$ cat src/rtl/pfq_pkg.sv
package pfq_pkg;
   typedef enum logic [1:0] {
      FS_IDLE = 2'd0,
      FS_ADDR = 2'd1,
      FS_RD1  = 2'd2,
      FS_RD2  = 2'd3
   } fetch_state_t;

   localparam int unsigned PFQ_DEF_DEPTH = 6;
   localparam int unsigned PFQ_DEF_SEG_W = 16;
   localparam int unsigned PFQ_DEF_OFF_W = 16;
   localparam int unsigned PFQ_DEF_SHIFT = 4;
   localparam int unsigned PFQ_DEF_DW    = 8;
endpackage

$ cat src/rtl/pfq_addr_gen.sv
module pfq_addr_gen #(
   parameter int unsigned SEG_W = 16,
   parameter int unsigned OFF_W = 16,
   parameter int unsigned SHIFT = 4,
   parameter int unsigned PA_W  = SEG_W + SHIFT,
   parameter bit          SPLIT = 1'b1
) (
   input  logic [SEG_W-1:0] seg,
   input  logic [OFF_W-1:0] off,
   output logic [PA_W-1:0]  phys
);
   localparam int unsigned UP_W = PA_W - SHIFT;

   initial begin
      AST_PA_WIDTH: assert (PA_W == SEG_W + SHIFT);
      AST_OFF_WIDE: assert (OFF_W > SHIFT);
   end

   generate
      if (SPLIT) begin : g_split
         // low bits pass straight through; only the upper part needs a carry chain
         logic [UP_W-1:0] upper;
         assign upper = UP_W'(seg) + UP_W'(off >> SHIFT);
         assign phys  = {upper, off[SHIFT-1:0]};
      end else begin : g_full
         assign phys = PA_W'({seg, {SHIFT{1'b0}}}) + PA_W'(off);
      end
   endgenerate
endmodule

$ cat src/rtl/pfq_byte_fifo.sv
module pfq_byte_fifo #(
   parameter int unsigned DEPTH = 6,
   parameter int unsigned DW    = 8,
   localparam int unsigned PTR_W = (DEPTH > 1) ? $clog2(DEPTH) : 1,
   localparam int unsigned CNT_W = $clog2(DEPTH + 1)
) (
   input  logic             clk,
   input  logic             rst_n,
   input  logic             clr,
   input  logic             push,
   input  logic [DW-1:0]    push_data,
   input  logic             pop_req,
   output logic [DW-1:0]    head,
   output logic             valid,
   output logic [CNT_W-1:0] count,
   output logic             free_after
);
   initial begin
      AST_DEPTH_POS: assert (DEPTH >= 1);
   end

   logic [PTR_W-1:0] wr_ptr, rd_ptr;
   logic [DW-1:0]    store [DEPTH];
   logic             push_eff, pop_eff;
   logic [CNT_W:0]   count_nx;

   function automatic logic [PTR_W-1:0] ptr_inc(input logic [PTR_W-1:0] p);
      return (p == PTR_W'(DEPTH - 1)) ? '0 : p + 1'b1;
   endfunction

   assign pop_eff  = pop_req && (count != '0) && !clr;
   assign push_eff = push && !clr;
   assign count_nx = (CNT_W+1)'(count) + (CNT_W+1)'(push_eff) - (CNT_W+1)'(pop_eff);
   assign free_after = count_nx < (CNT_W+1)'(DEPTH);

   generate
      for (genvar i = 0; i < DEPTH; i++) begin : g_slot
         always_ff @(posedge clk) begin
            if (push_eff && wr_ptr == PTR_W'(i))
               store[i] <= push_data;
         end
      end
   endgenerate

   always_ff @(posedge clk) begin
      if (!rst_n || clr) begin
         wr_ptr <= '0;
         rd_ptr <= '0;
         count  <= '0;
      end else begin
         if (push_eff) wr_ptr <= ptr_inc(wr_ptr);
         if (pop_eff)  rd_ptr <= ptr_inc(rd_ptr);
         count <= CNT_W'(count_nx);
      end
   end

   assign head  = store[rd_ptr];
   assign valid = (count != '0);

   AST_NO_OVERFLOW: assert property (@(posedge clk) disable iff (!rst_n)
      push |-> (count < CNT_W'(DEPTH)));
   AST_SAME_CYCLE_HOLD: assert property (@(posedge clk) disable iff (!rst_n)
      (push_eff && pop_eff) |=> (count == $past(count)));
   AST_CLR_EMPTIES: assert property (@(posedge clk) disable iff (!rst_n)
      clr |=> (count == '0));
   AST_EMPTY_POP: assert property (@(posedge clk) disable iff (!rst_n)
      (pop_req && count == '0 && !push) |=> (count == '0));
endmodule

$ cat src/rtl/pfq_bus_seq.sv
module pfq_bus_seq
   import pfq_pkg::*;
#(
   parameter int unsigned        SEG_W     = 16,
   parameter int unsigned        OFF_W     = 16,
   parameter logic [SEG_W-1:0]   RESET_SEG = '1,
   parameter logic [OFF_W-1:0]   RESET_OFF = '0
) (
   input  logic             clk,
   input  logic             rst_n,
   input  logic             flush,
   input  logic [SEG_W-1:0] new_seg,
   input  logic [OFF_W-1:0] new_off,
   input  logic             room,
   output logic [SEG_W-1:0] seg_q,
   output logic [OFF_W-1:0] off_q,
   output logic             push,
   output logic             ale,
   output logic             rd,
   output logic             mio
);
   fetch_state_t state, state_nx;

   always_comb begin
      state_nx = state;
      unique case (state)
         FS_IDLE: if (room) state_nx = FS_ADDR;
         FS_ADDR: state_nx = FS_RD1;
         FS_RD1:  state_nx = FS_RD2;
         FS_RD2:  state_nx = room ? FS_ADDR : FS_IDLE;
         default: state_nx = FS_IDLE;
      endcase
   end

   always_ff @(posedge clk) begin
      if (!rst_n) begin
         state <= FS_IDLE;
         seg_q <= RESET_SEG;
         off_q <= RESET_OFF;
      end else if (flush) begin
         state <= FS_IDLE;
         seg_q <= new_seg;
         off_q <= new_off;
      end else begin
         state <= state_nx;
         if (state == FS_RD2) off_q <= off_q + 1'b1;
      end
   end

   assign push = (state == FS_RD2) && !flush;
   assign ale  = (state == FS_ADDR);
   assign rd   = (state == FS_RD1) || (state == FS_RD2);
   assign mio  = (state != FS_IDLE);

   AST_ALE_THEN_RD: assert property (@(posedge clk) disable iff (!rst_n)
      (ale && !flush) |=> (rd && !ale));
   AST_IP_STEP: assert property (@(posedge clk) disable iff (!rst_n)
      push |=> (off_q == OFF_W'($past(off_q) + 1'b1)));
   AST_FLUSH_LOAD: assert property (@(posedge clk) disable iff (!rst_n)
      flush |=> (off_q == $past(new_off) && !rd && !ale));
endmodule

$ cat src/rtl/pfq_prefetch_unit.sv
module pfq_prefetch_unit
   import pfq_pkg::*;
#(
   parameter int unsigned      DEPTH       = PFQ_DEF_DEPTH,
   parameter int unsigned      SEG_W       = PFQ_DEF_SEG_W,
   parameter int unsigned      OFF_W       = PFQ_DEF_OFF_W,
   parameter int unsigned      ADDR_SHIFT  = PFQ_DEF_SHIFT,
   parameter int unsigned      DW          = PFQ_DEF_DW,
   parameter bit               SPLIT_ADDER = 1'b1,
   parameter logic [SEG_W-1:0] RESET_SEG   = '1,
   parameter logic [OFF_W-1:0] RESET_OFF   = '0,
   localparam int unsigned     PA_W        = SEG_W + ADDR_SHIFT,
   localparam int unsigned     CNT_W       = $clog2(DEPTH + 1)
) (
   input  logic             clk,
   input  logic             rst_n,
   input  logic             flush,
   input  logic [SEG_W-1:0] flush_seg,
   input  logic [OFF_W-1:0] flush_off,
   input  logic             pop,
   output logic [DW-1:0]    q_byte,
   output logic             q_valid,
   output logic [CNT_W-1:0] q_count,
   output logic [PA_W-1:0]  bus_addr,
   output logic             bus_ale,
   output logic             bus_rd,
   output logic             bus_mio,
   input  logic [DW-1:0]    bus_data
);
   logic [SEG_W-1:0] seg_q;
   logic [OFF_W-1:0] off_q;
   logic             push, room;

   pfq_bus_seq #(
      .SEG_W(SEG_W), .OFF_W(OFF_W),
      .RESET_SEG(RESET_SEG), .RESET_OFF(RESET_OFF)
   ) u_seq (
      .clk(clk), .rst_n(rst_n), .flush(flush),
      .new_seg(flush_seg), .new_off(flush_off), .room(room),
      .seg_q(seg_q), .off_q(off_q), .push(push),
      .ale(bus_ale), .rd(bus_rd), .mio(bus_mio)
   );

   pfq_addr_gen #(
      .SEG_W(SEG_W), .OFF_W(OFF_W), .SHIFT(ADDR_SHIFT),
      .PA_W(PA_W), .SPLIT(SPLIT_ADDER)
   ) u_agen (
      .seg(seg_q), .off(off_q), .phys(bus_addr)
   );

   pfq_byte_fifo #(.DEPTH(DEPTH), .DW(DW)) u_fifo (
      .clk(clk), .rst_n(rst_n), .clr(flush),
      .push(push), .push_data(bus_data), .pop_req(pop),
      .head(q_byte), .valid(q_valid), .count(q_count), .free_after(room)
   );

   AST_ADDR_HOLD: assert property (@(posedge clk) disable iff (!rst_n)
      bus_rd |-> $stable(bus_addr));
   AST_MEM_SEL: assert property (@(posedge clk) disable iff (!rst_n)
      (bus_ale || bus_rd) |-> bus_mio);
   AST_ONE_STROBE: assert property (@(posedge clk) disable iff (!rst_n)
      $onehot0({bus_ale, bus_rd}));
endmodule

$ cat config.mk
export PLATFORM = sky130hd
export DESIGN_NAME = pfq_prefetch_unit
export DESIGN_NICKNAME = d
export VERILOG_FILES = /design/src/rtl/pfq_pkg.sv /design/src/rtl/pfq_addr_gen.sv /design/src/rtl/pfq_byte_fifo.sv /design/src/rtl/pfq_bus_seq.sv /design/src/rtl/pfq_prefetch_unit.sv
export SDC_FILE = /design/constraint.sdc
export NUM_CORES = 1
export LEC_CHECK = 0
export ABC_CLOCK_PERIOD_IN_PS = 3340
export BUFFER_PORTS_ARGS = -buffer_cell sky130_fd_sc_hd__clkbuf_2
export CAP_MARGIN = 40
export CORE_AREA = 2 2 105 107
export CTS_CLUSTER_SIZE = 14
export DETAILED_ROUTE_END_ITERATION = 10
export DIE_AREA = 0 0 107 109
export PLACE_DENSITY = 0.74
export SLEW_MARGIN = 20
export SYNTH_ARGS = -nofsm -noshare
export SYNTH_HDL_FRONTEND = slang
export SYNTH_SLANG_ARGS = --single-unit
$ cat constraint.sdc
create_clock -name clk -period 3.34 [get_ports clk]
set_input_delay 0.501 -clock clk [delete_from_list [all_inputs] [get_ports clk]]
set_output_delay 0.501 -clock clk [all_outputs]
set_load 0.03 [all_outputs]
==> flow_metrics.py <==
metrics = {
    "cells_and_area": {
        "multi_input_area_um2": 2133,
        "final-seq-area_um2": 2364,
        "diodes": 0,
        "syn_to_final_growth_pct": 15.04,
        "finish.utilization_pct": 50.63,
        "nets": 575,
        "drive_gt1_share_pct": 23.87,
        "fill_cells": 973,
    },
    "floorplan": {
        "die_y_um": 109,
        "fp.dieW_um": 107,
        "core_area_um2": 10600,
        "dieArea_um2": 11660,
        "io_pins": 79,
        "initial_core_util_pct": 44.01,
        "rows": 38,
    },
    "min_path": {
        "hp-class": "primary input to flip-flop",
    },
    "worst_setup_path": {
        "required_ns": 2.84,
        "worstPathMaxFanout": 6,
        "crit_slowest_cell": "dfxtp_1",
        "startpoint_type": "flip-flop",
        "crit_chain": "ha_1, a21o_1, a221oi_2, or2_4, a31oi_1, a31oi_1, xor2_1, clkbuf_2",
        "path_class": "flip-flop to output pin",
        "critPathCaptureType": "output pin",
        "max_stage_delay_ns": 0.46,
        "crit_path_frequent_cell": "a31oi_1",
        "worstPathArrival_ns": 2.65,
    },
    "yosys": {
        "synth-edff-count": 48,
        "synthFlopType": "edfxtp_1",
        "synth.area.top_cells": "edfxtp_1, dfxtp_1, ha_1",
        "synth-async-reset-ratio_pct": 0,
        "ys_ff_latch": 94,
        "yosys-top-cells-count": "edfxtp_1, dfxtp_1, nand2_1",
        "post-synth-top-count-cell": "edfxtp_1",
        "synthCells": 432,
        "synth_top_area_share_pct": 30.89,
        "synth_area_leader_cell": "edfxtp_1",
        "synth.distinct_cells": 49,
        "syn-mean-instance-area_um2": 10.80,
        "yosys_warnings": 0,
        "yosysSeqAreaShare_pct": 50.63,
        "synth.cell_area_um2": 4666,
        "syn_nets": 501,
    },
    "global_route": {
        "grt_max_degree": 46,
        "grt_antenna_before_repair": 0,
        "grt_usage_pct": 16.98,
        "gr-total-overflow": 0,
        "grt_pass1_wl_mm": 15.46,
        "grt_pass1_vias": 3350,
    },
    "pwr": {
        "ir_drop_uv": 317.1,
        "power_density_nw_per_um2": 450.6,
        "leakage_nw": 2.170,
        "total_power_w": 0.002419,
    },
    "drt": {
        "dr.pass1.iters": 6,
        "drtIter0Drc": 86,
        "routed_wl_mm": 9.572,
        "routedWlPerCell_um": 14.70,
        "antenna_left": 0,
        "via_count": 3324,
        "via_per_inst": 5.106,
        "post-route-drc-count": 0,
    },
    "sta": {
        "slew_viol_final": 0,
        "relSlewSlack_pct": 52.82,
        "tightest_slew_ns": 0.7067,
        "rsz0062_at_grt": "no",
        "hold_violations": 0,
        "setup_viol": 0,
        "fmax_ghz": 0.3173,
        "setup_ws_ns": 0.1884,
        "clock_skew_ns": 0.01140,
        "min_period_over_period_pct": 94.36,
        "period_minus_slack_ns": 3.152,
        "tns_ns": 0,
    },
    "cts": {
        "clkSinkCount": 94,
        "clockRootBuffer": "clkbuf_8",
        "clk_pin_slew_worst_paths_ns": 0.10,
        "clk_latency_ns": 0.36,
        "tritoncts": "done",
        "h-tree-depth": 3,
        "clock_tree.buffer_depth": 2,
        "cts_made_buffers": 9,
    },
    "outcome": {
        "status": "complete, no violations",
    },
    "placement": {
        "dp_hpwl_mm": 7.079,
        "numPortBuffers": 78,
        "post-place-ws_ns": 0.2812,
        "gp_congestion": 0.8352,
    },
    "job": {
        "maxCapViolations": 0,
    },
}
-- registers in the layout, indices dropped and copies added, names as in the netlist, named ones only --
name / cells
u_fifo.store: 48
u_seq.off_q: 16
u_seq.seg_q: 16
u_fifo.count: 3
u_fifo.rd_ptr: 3
u_fifo.wr_ptr: 3
u_seq.state: 2
-- cell families (layout without fill, tap and decap cells) --
logic type	after synthesis	in the layout	share of synthesized area [%]
and+or+nand+nor	142	142	14.70
DFF	94	94	50.63
AOI/OAI and AO/OA	65	65	8.555
buffers and inverters	41	120	3.781
muxes	36	36	9.869
xor gates and xnor gates	29	29	5.444
adders and majority gates	25	25	7.026
-- metal layers --
metal	up-vias	routed length [um]	GRT usage, %
li1	1664	-	-
met1	1571	4138	19.93
met3	16	409	3.228
met5	-	0	0
met2	73	4834	30.66
met4	0	190	6.772
-- path summary, 6_finish.rpt --
path	from	to	slack, ns	cells after the start
max	u_seq.off_q[7]	bus_addr[19]	0.19	8
min	flush_seg[4]	u_seq.seg_q[4]	0.35	3
max reg2reg	u_fifo.count[1]	u_seq.state[1]	0.30	12
min reg2reg	u_seq.seg_q[7]	u_seq.seg_q[7]	0.50	2
-- metrics by stage --
stage,hold WS [ns],std cells,instance area [um2]
after global routing,0.3584,651,5368
after global placement,0.4625,633,5167
after CTS,0.3360,650,5353
after floorplan,0.4488,432,4666
final,0.3512,651,5368
after detailed placement,0.4745,634,5175
-- layout make-up --
cell class              instances  share of cell area (%)
repair buffers                 86                   8.392
clock buffers                   9                   2.308
well taps                     140                   3.263
flip-flops and latches         94                   44.03
clock inverters                 7                   1.002
inverters                      18                   1.259
multi-input cells             297                   39.74
-- placed cells by master, fill, tap and decap left out, drive strengths merged, types with 3 or more instances in the layout --
master	Yosys	layout
mux2i	28	28
a21oi	26	26
o21ai	19	19
nand3	10	10
nand4	5	5
nand2b	3	3
and3	7	7
nor2b	3	3
dfxtp	46	46
clkbuf	12	86
xnor2	17	17
xor2	12	12
edfxtp	48	48
and2	15	15
a21o	4	4
ha	23	23
nand2	46	46
nor2	33	33
nor3	7	7
mux4	8	8
or2	4	4
inv	18	22
buf	11	9
-- power breakdown --
part	total, W	switching, W	internal [W]
Combinational	0.000462	0.000289	0.000173
Clock	0.000697	0.000418	0.000279
Sequential	0.00126	0.0000260	0.00123
Total	0.00242	0.000733	0.00169
-- critical path: cells and delay by family, from the launching register on --
kind	cells	cell delay, ns
flip-flops	1	0.46
buffers and inverters	1	0.22
AO/OA/AOI/OAI	4	0.89
AND/OR/NAND/NOR	1	0.21
adder cells (fa/ha/maj)	1	0.33
XOR/XNOR	1	0.16
-- repair_timing --
action / in CTS / in global routing
endpoints found under the setup margin: 0 / 2
buffers inserted: 0 / 1
gates resized for setup: 0 / 4
hold buffers: 0 / 0
Power figures use the tool's default switching activity.
